File: src/rtl/tiered_arb_pkg.sv
package tiered_arb_pkg;
  localparam int NUM_REQ = 3;
  localparam int SIDE_W  = 2;

  typedef enum logic [1:0] {
    SLOT_TARGET = 2'd0,
    SLOT_DMA0   = 2'd1,
    SLOT_DMA1   = 2'd2
  } slot_e;

  // Two-way round-robin pick: favour_hi selects which side wins a tie.
  function automatic logic [SIDE_W-1:0] pick2(input logic [SIDE_W-1:0] req,
                                              input logic favour_hi);
    logic [SIDE_W-1:0] p;
    if (req == 2'b11) p = favour_hi ? 2'b10 : 2'b01;
    else              p = req;
    return p;
  endfunction

  // Combine the two tiers into the three-bit grant vector.
  function automatic logic [NUM_REQ-1:0] merge_grant(input logic [SIDE_W-1:0] upper,
                                                     input logic [SIDE_W-1:0] lower);
    return {upper[1] & lower[1], upper[1] & lower[0], upper[0]};
  endfunction
endpackage

File: src/rtl/rr2_cell.sv
module rr2_cell
  import tiered_arb_pkg::*;
#(
  parameter logic RESET_FAVOUR_HI = 1'b0
) (
  input  logic              clk,
  input  logic              rst,
  input  logic [SIDE_W-1:0] req,
  input  logic              advance,
  output logic [SIDE_W-1:0] pick,
  output logic              favour_hi
);
  logic issued;

  assign pick   = pick2(req, favour_hi);
  assign issued = advance && (pick != '0);

  always_ff @(posedge clk) begin
    if (rst)         favour_hi <= RESET_FAVOUR_HI;
    else if (issued) favour_hi <= pick[0];
  end

  a_r2_pick_onehot: assert property (@(posedge clk) disable iff (rst)
    $onehot0(pick));
  a_r2_pick_requested: assert property (@(posedge clk) disable iff (rst)
    (pick & ~req) == '0);
  a_r4_lone_wins: assert property (@(posedge clk) disable iff (rst)
    ($countones(req) == 1) |-> (pick == req));
  a_r8_favour_holds: assert property (@(posedge clk) disable iff (rst)
    !issued |=> $stable(favour_hi));
  a_r3_favour_moves: assert property (@(posedge clk) disable iff (rst)
    (issued && req == 2'b11) |=> (favour_hi != $past(favour_hi)));
endmodule

File: src/rtl/tenure_ctrl.sv
module tenure_ctrl
  import tiered_arb_pkg::*;
(
  input  logic               clk,
  input  logic               rst,
  input  logic               xfer_done,
  input  logic [NUM_REQ-1:0] next_grant,
  output logic               decide,
  output logic [NUM_REQ-1:0] grant_q
);
  logic idle;

  assign idle   = (grant_q == '0);
  assign decide = idle || xfer_done;

  always_ff @(posedge clk) begin
    if (rst)         grant_q <= '0;
    else if (decide) grant_q <= next_grant;
  end

  a_r7_no_preempt: assert property (@(posedge clk) disable iff (rst)
    (!idle && !xfer_done) |=> $stable(grant_q));
  a_r2_grant_onehot: assert property (@(posedge clk) disable iff (rst)
    $onehot0(grant_q));
endmodule

File: src/rtl/tiered_bus_arbiter.sv
module tiered_bus_arbiter
  import tiered_arb_pkg::*;
(
  input  logic               clk,
  input  logic               rst,
  input  logic               req_target,
  input  logic               req_dma0,
  input  logic               req_dma1,
  input  logic               xfer_done,
  output logic [NUM_REQ-1:0] grant
);
  logic              decide;
  logic              dma_any;
  logic [SIDE_W-1:0] upper_req, upper_pick, lower_req, lower_pick;
  logic              upper_fav, lower_fav;
  logic [NUM_REQ-1:0] next_grant;

  assign dma_any   = req_dma0 | req_dma1;
  assign upper_req = {dma_any, req_target};
  assign lower_req = {req_dma1, req_dma0};

  rr2_cell #(.RESET_FAVOUR_HI(1'b0)) u_upper (
    .clk(clk), .rst(rst), .req(upper_req), .advance(decide),
    .pick(upper_pick), .favour_hi(upper_fav));

  rr2_cell #(.RESET_FAVOUR_HI(1'b0)) u_lower (
    .clk(clk), .rst(rst), .req(lower_req), .advance(decide && upper_pick[1]),
    .pick(lower_pick), .favour_hi(lower_fav));

  assign next_grant = merge_grant(upper_pick, lower_pick);

  tenure_ctrl u_tenure (
    .clk(clk), .rst(rst), .xfer_done(xfer_done), .next_grant(next_grant),
    .decide(decide), .grant_q(grant));

  a_r9_idle_zero: assert property (@(posedge clk) disable iff (rst)
    (decide && !req_target && !dma_any) |=> (grant == '0));
  a_r5_dma_after_target: assert property (@(posedge clk) disable iff (rst)
    (decide && grant[0] && req_target && dma_any) |=> (grant[0] == 1'b0));
  a_r6_lower_after_dma: assert property (@(posedge clk) disable iff (rst)
    (decide && upper_pick[1] && lower_pick[0]) |=> (lower_fav == 1'b1));
endmodule

File: config.mk
export PLATFORM = sky130hd
export DESIGN_NAME = tiered_bus_arbiter
export DESIGN_NICKNAME = d
export VERILOG_FILES = /design/src/rtl/tiered_arb_pkg.sv /design/src/rtl/rr2_cell.sv /design/src/rtl/tenure_ctrl.sv /design/src/rtl/tiered_bus_arbiter.sv
export SDC_FILE = /design/constraint.sdc
export NUM_CORES = 1
export LEC_CHECK = 0
export CAP_MARGIN = 10
export CORE_AREA = 2 2 39 41
export CTS_BUF_LIST = sky130_fd_sc_hd__clkbuf_8
export DETAILED_ROUTE_END_ITERATION = 10
export DIE_AREA = 0 0 41 43
export HOLD_SLACK_MARGIN = 0.05
export SLEW_MARGIN = 15
export SYNTH_ARGS = -nofsm -noshare
export SYNTH_HDL_FRONTEND = slang
export SYNTH_SLANG_ARGS = --single-unit
File: constraint.sdc
create_clock -name clk -period 2.35 [get_ports clk]
set_input_delay 0.235 -clock clk [delete_from_list [all_inputs] [get_ports clk]]
set_output_delay 0.235 -clock clk [all_outputs]
set_load 0.03 [all_outputs]
* Word-level counts from Yosys, hierarchy flattened
Index checks and enable logic that the tools add are counted.
** Word-level totals
- Logic and storage cells :: 19
- Output and inout bits :: 3
- Bits in registers :: 5
- Bits of input ports :: 6
** Operators by class
- Bitwise operators :: 3
- Equal/unequal tests :: 2
- Reductions and logical operators :: 7
- Multiplexer cells :: 4
** Operator list (count)
- two-way mux 2 bit :: 4
- == test 2 bit (second input constant) :: 2
- nonzero test 2 bit :: 2
- logical AND 1 bit :: 3
- zero test 3 bit :: 1
- AND 1 bit :: 2
- logical OR 1 bit :: 1
- OR 1 bit :: 1

* Longest topological paths before layout
Gate-level depths: netlist of the first run.
- Word-level depth :: 5
- Depth in mapped cells :: 3
- Gate-level depth less buffers :: 3

* By module
Synthesis of the first run repeated with hierarchy kept, for this count alone.
** Second synthesis, totals
- Cells, all modules :: 32
- Area, all modules :: 297.8 sq um
** By module, submodules not included
- tenure_ctrl :: times used 1, area each 142.6 sq um, sequential area each 60.1 sq um, cells an instance 14
- rr2_cell :: times used 2, area each 65.1 sq um, sequential area each 20.0 sq um, cells an instance 7
- tiered_bus_arbiter :: times used 1, area each 25.0 sq um, sequential area each 0.0 sq um, cells an instance 4

* Least setup slack after synthesis of the first run
No wires, ideal clock.
- Path kind :: register to register
- Start :: reg u_tenure.grant_q[0]
- End :: reg u_lower.favour_hi
- Required time :: 2.262 ns
- Clock period less this slack :: 1.127 ns
- Stages on the path, launching flop included :: 4
- Path slack :: 1.223 ns
- Data arrival time :: 1.039 ns
- Path through :: dfxtp_1 -> nor3_4 -> o21ai_1 -> o32ai_2
** Between the ends
- Longest elaborated chain between the ends :: 4
** RTL lines
- from (decl) :: RTL line tenure_ctrl.sv:9 : output logic [NUM_REQ-1:0] grant_q
- from (signal assigned) :: RTL line tenure_ctrl.sv:18 : else if (decide) grant_q <= next_grant;
- zero test 3 bit :: RTL line tenure_ctrl.sv:13 : assign idle = (grant_q == '0);
- logical OR 1 bit :: RTL line tenure_ctrl.sv:14 : assign decide = idle || xfer_done;
- logical AND 1 bit :: RTL line tiered_bus_arbiter.sv:27 : .clk(clk), .rst(rst), .req(lower_req), .advance(decide && upper_pick[1]),
- logical AND 1 bit :: RTL line rr2_cell.sv:16 : assign issued = advance && (pick != '0);
- to (signal assigned) :: RTL line rr2_cell.sv:20 : else if (issued) favour_hi <= pick[0];
- to (decl) :: RTL line rr2_cell.sv:11 : output logic favour_hi
No other way between the ends.
A chain may end at the register's enable or synchronous reset.

* Final worst setup path of the first run
- Start :: reg u_tenure.grant_q[1]
- End :: out grant[1]
** RTL lines
- to (decl) :: RTL line tiered_bus_arbiter.sv:10 : output logic [NUM_REQ-1:0] grant
No word-level cell between the ends.

==> results of run 1 <==
## synthesized netlist by cell type
master     n  area (µm²)
o21ba_1    1        10.0
inv_1      1        3.75
o2111ai_1  1        8.76
o211a_1    1        10.0
o211ai_1   2        15.0
o21ai_0    1        5.00
a21oi_1    3        15.0
o21ai_1    2        10.0
a21boi_0   1        7.51
o32ai_2    1        16.3
or2b_1     1        7.51
nor3_4     1        16.3
a211oi_1   1        7.51
nand2b_1   5        31.3
dfxtp_1    5         100
buf_2      1        5.00
## tightest hold or removal path, stage by stage (launching register included)
cell and delay [ns]:
dfxtp_1 0.30, inv_1 0.05, a211oi_1 0.05
## final timing paths
check	end	slack [ns]	cells after the start
setup reg to reg	u_lower.favour_hi	1.25	3
setup / recovery	grant[1]	0.82	1
hold / removal	u_upper.favour_hi	0.46	2
hold reg to reg	u_upper.favour_hi	0.46	2
## report_power, final
group | internal [mW] | switching [mW]
Clock | 0.112 | 0.0433
Combinational | 0.0321 | 0.0315
Sequential | 0.0935 | 0.00707
Total | 0.238 | 0.0819
## cells by family (layout without fill, tap and decap cells)
group                  after synthesis  in the layout  share of synthesized area, %
DFF                                  5              5                          37.2
and+or+nand+nor                      7              7                          20.5
buffers and inverters                2             13                          3.25
AOI/OAI and AO/OA                   14             14                          39.1
## metrics by stage
stage	worst slack (ns)	power, mW
floorplan	1.22	0.142
global placement	0.995	0.166
detailed placement	0.967	0.166
CTS	0.794	0.327
global route	0.759	0.336
finish	0.818	0.320
## per-layer routing
layer	wire (µm)	track usage (%)	vias to the layer above
li1	-	-	127
met1	283	10.3	108
met2	243	10.6	7
met3	30	3.14	0
met4	0	8.00	0
met5	0	0	-
## cell type report
cell class                 instances  area [µm²]  area share [%]
clock buffer                       3        41.3            10.1
tap                               16        20.0            4.89
sequential                         5         100            24.5
timing repair buffer               8        80.1            19.6
inverter                           1        3.75           0.917
multi-input combinational         21         160            39.1
clock inverter                     1        3.75           0.917
## state kept, by name, summed over array words and instances (netlist names)
register           cells
u_upper.favour_hi      1
u_lower.favour_hi      1
u_tenure.grant_q       3
==> flow_metrics.py, run 1 <==
metrics = {
    "outcome": {
        "outcome": "completed",
    },
    "timing": {
        "max_clock_freq_mhz": 653,
        "layout_min_cycle_time_ns": 1.53,
        "slew_headroom_pct": 79.3,
        "fin_crit_sh_pct": 65.2,
        "fin_worst_skew_ns": 0.00176,
        "worstMarginPinSlew_ns": 0.309,
        "final-setup-viol-count": 0,
        "whs_ns": 0.458,
        "grt_setup_unrepaired": "no",
        "hold_viol_final": 0,
        "drv_slew": 0,
        "tns_ns": 0,
    },
    "place": {
        "place_area_um2": 364,
        "placedCellCount": 51,
        "place_hpwl_um": 413,
        "port-buffer-count": 8,
        "globalplace.congestion": 0.692,
    },
    "floorplan": {
        "io_pins": 9,
        "die-area_um2": 1760,
        "initial_core_util_pct": 19.4,
        "die_h_um": 43,
        "die_x_um": 41,
        "rows": 14,
        "coreArea_um2": 1380,
    },
    "critical_path": {
        "crit_type": "reg2out",
        "rr_startpoint": "u_tenure.grant_q[0]",
        "cpMaxStageDelayCell": "clkdlybuf4s50_1",
        "startpoint": "u_tenure.grant_q[1]",
        "crit_chain": "clkdlybuf4s50_1",
        "crit_path_start_kind": "flip-flop",
        "critical-path-top-delay-family": "buffers and inverters",
        "crit_fanout": 3,
        "cp_slowest_stage_delay_ns": 0.69,
        "cp.arrival_ns": 1.30,
        "end_kind": "output port",
        "crit_buf_inv": 1,
        "cp.required_ns": 2.12,
    },
    "clock_network": {
        "cts_resized": 0,
        "clk_latency_ns": 0.22,
        "cts_root_buf": "clkbuf_8",
        "ctsHoldBuffers": 0,
        "cts_max_level": 1,
        "clk_pin_slew_ns": 0.04,
        "cts_tree": "yes",
        "cts_buffers": 3,
        "cts_max_path_buffers": 2,
        "cts_setup_buffers": 0,
        "cts_sinks": 5,
    },
    "power_and_ir_drop": {
        "cellPowerDensity_nw_per_um2": 781,
        "p_leak_nw": 0.153,
        "peakVddDrop_uv": 335,
    },
    "hold_path": {
        "hp-start": "u_upper.favour_hi",
        "hp-class": "reg2reg",
    },
    "route": {
        "dr_total_vias": 242,
        "drt-total-wl_um": 556,
        "postRouteAntennaNets": 0,
        "viasPerCell": 4.40,
        "wl_per_cell_um": 10.1,
        "first_iter_violations": 0,
        "drc_errors": 0,
        "drt-pass1-iter-count": 1,
    },
    "yosys": {
        "synth_area_um2": 269,
        "seq_area_frac_synth_pct": 37.2,
        "syn_inst": 28,
        "mappedNetlistNets": 34,
        "synth_seq_cells": 5,
        "syn_avg_cell_area_um2": 9.61,
        "synth_cell_types": 16,
        "yosys_warnings": 0,
    },
    "layout": {
        "layout_commonest_cell": "clkdlybuf4s50_1",
        "areaGrowthSynthToFinish_pct": 52.1,
        "final_cells": 55,
        "mostFrequentLayoutCells": "clkdlybuf4s50_1, nand2b_1, dfxtp_1",
        "drive_above_1_share_pct": 12.8,
        "layout.nets": 46,
        "finish.utilization_pct": 29.6,
        "final_area_um2": 409,
        "diodes": 0,
        "n_fill_cell": 147,
    },
    "global_routing": {
        "grt_max_degree": 11,
        "overflow": 0,
        "track_usage_pct": 8.44,
        "grt_pass1_vias": 232,
        "antenna_found_initial": 0,
        "grt_pass1_wl_um": 966,
    },
    "run": {
        "maxCapViolations": 0,
    },
}
Power figures use the tool's default switching activity.
==> inputs of run 2 (changes only) <==
==> constraint.sdc (replaced) <==
create_clock -name clk -period 1.6 [get_ports clk]
set_input_delay 0.16 -clock clk [delete_from_list [all_inputs] [get_ports clk]]
set_output_delay 0.16 -clock clk [all_outputs]
set_load 0.03 [all_outputs]
==> flow_metrics.py, run 2 (same netlist as run 1, synthesis figures left out) <==
metrics = {
    "layout": {
        "mostFrequentLayoutCells": "clkdlybuf4s50_1, nand2b_1, dfxtp_1",
        "top_register": "u_tenure.grant_q",
        "drive_above_1_share_pct": 12.8,
        "finish.utilization_pct": 29.6,
        "multiInputGateArea_um2": 160,
        "n_fill_cell": 155,
        "areaGrowthSynthToFinish_pct": 52.1,
        "final_cells": 55,
        "reg.largest.list": "u_tenure.grant_q: 3 flops, u_lower.favour_hi: 1 flops, u_upper.favour_hi: 1 flops",
        "largest_reg_flops": 3,
        "area.sequential_um2": 100,
        "layout_commonest_cell": "clkdlybuf4s50_1",
        "diodes": 0,
        "layout.nets": 46,
    },
    "route": {
        "postRouteAntennaNets": 0,
        "wl_per_cell_um": 9.71,
        "drc_errors": 0,
        "drt-pass1-iter-count": 3,
        "dr_total_vias": 246,
        "first_iter_violations": 5,
        "drt-total-wl_um": 534,
        "viasPerCell": 4.47,
    },
    "timing": {
        "layout_min_cycle_time_ns": 1.46,
        "max_clock_freq_mhz": 686,
        "worstMarginPinSlew_ns": 0.308,
        "hold_viol_final": 0,
        "fin_crit_sh_pct": 91.2,
        "tns_ns": 0,
        "grt_setup_unrepaired": "no",
        "fin_worst_skew_ns": 0.00199,
        "slew_headroom_pct": 79.4,
        "final-setup-viol-count": 0,
        "whs_ns": 0.457,
        "drv_slew": 0,
    },
    "power_and_ir_drop": {
        "cellPowerDensity_nw_per_um2": 1140,
        "peakVddDrop_uv": 522,
        "p_leak_nw": 0.153,
        "total_power_mw": 0.466,
    },
    "floorplan": {
        "die-area_um2": 1760,
        "initial_core_util_pct": 19.4,
        "coreArea_um2": 1380,
        "io_pins": 9,
        "die_x_um": 41,
        "die_h_um": 43,
        "rows": 14,
    },
    "clock_network": {
        "cts_sinks": 5,
        "ctsHoldBuffers": 0,
        "cts_buffers": 3,
        "cts_root_buf": "clkbuf_8",
        "cts_resized": 0,
        "cts_tree": "yes",
        "cts_setup_buffers": 0,
        "clk_latency_ns": 0.22,
        "cts_max_path_buffers": 2,
        "cts_max_level": 1,
        "clk_pin_slew_ns": 0.04,
    },
    "place": {
        "globalplace.congestion": 0.657,
        "place_hpwl_um": 392,
        "port-buffer-count": 8,
        "placedCellCount": 51,
    },
    "global_routing": {
        "antenna_found_initial": 0,
        "grt_pass1_vias": 260,
        "overflow": 0,
        "grt_pass1_wl_um": 1040,
        "track_usage_pct": 8.95,
        "grt_max_degree": 11,
    },
    "critical_path": {
        "cp.required_ns": 1.44,
        "critical-path-top-delay-family": "buffers and inverters",
        "crit_buf_inv": 1,
        "cp.arrival_ns": 1.30,
        "crit_path_start_kind": "flip-flop",
        "crit_type": "reg2out",
        "cpMaxStageDelayCell": "clkdlybuf4s50_1",
        "end_kind": "output port",
        "crit_chain": "clkdlybuf4s50_1",
        "crit_fanout": 3,
        "cp_slowest_stage_delay_ns": 0.69,
    },
    "run": {
        "maxCapViolations": 0,
    },
    "outcome": {
        "outcome": "completed",
    },
    "hold_path": {
        "hp-class": "reg2reg",
    },
}
[run 2: cell counts in the layout (fill, tap and decap cells not counted)]
No cell type changed its count.
[run 2: per-stage QoR]
stage / cell area (µm²) / setup slack [ns]
after floorplan: 269 / 0.473
after global placement: 364 / 0.309
after detailed placement: 364 / 0.283
after CTS: 409 / 0.127
after global routing: 409 / 0.0699
final: 409 / 0.141
[run 2: power breakdown]
| group | total [mW] | switching, mW | internal (mW) |
|---|---|---|---|
| combinational | 0.0933 | 0.0462 | 0.0471 |
| clock | 0.225 | 0.0610 | 0.164 |
| sequential | 0.148 | 0.0102 | 0.137 |
| total | 0.466 | 0.117 | 0.349 |
[run 2: final timing paths]
path | start | to | slack [ns] | cells past startpoint
max | u_tenure.grant_q[2] | grant[2] | 0.14 | 1
min reg2reg | u_upper.favour_hi | u_upper.favour_hi | 0.46 | 2
min | u_upper.favour_hi | u_upper.favour_hi | 0.46 | 2
max reg2reg | u_tenure.grant_q[0] | u_lower.favour_hi | 0.51 | 3
[run 2: layout make-up]
type,count,area share [%]
timing repair buffer,8,19.6
sequential,5,24.5
tap,16,4.89
clock buffer,3,10.1
inverter,1,0.917
multi-input combinational,21,39.1
clock inverter,1,0.917
[run 2: routing by layer]
metal | vias to the layer above | wire length, µm | global-route usage, %
li1 | 127 | - | -
met1 | 109 | 237 | 10.7
met2 | 10 | 244 | 11.9
met3 | 0 | 52 | 6.28
met4 | 0 | 0 | 4.00
met5 | - | 0 | 0
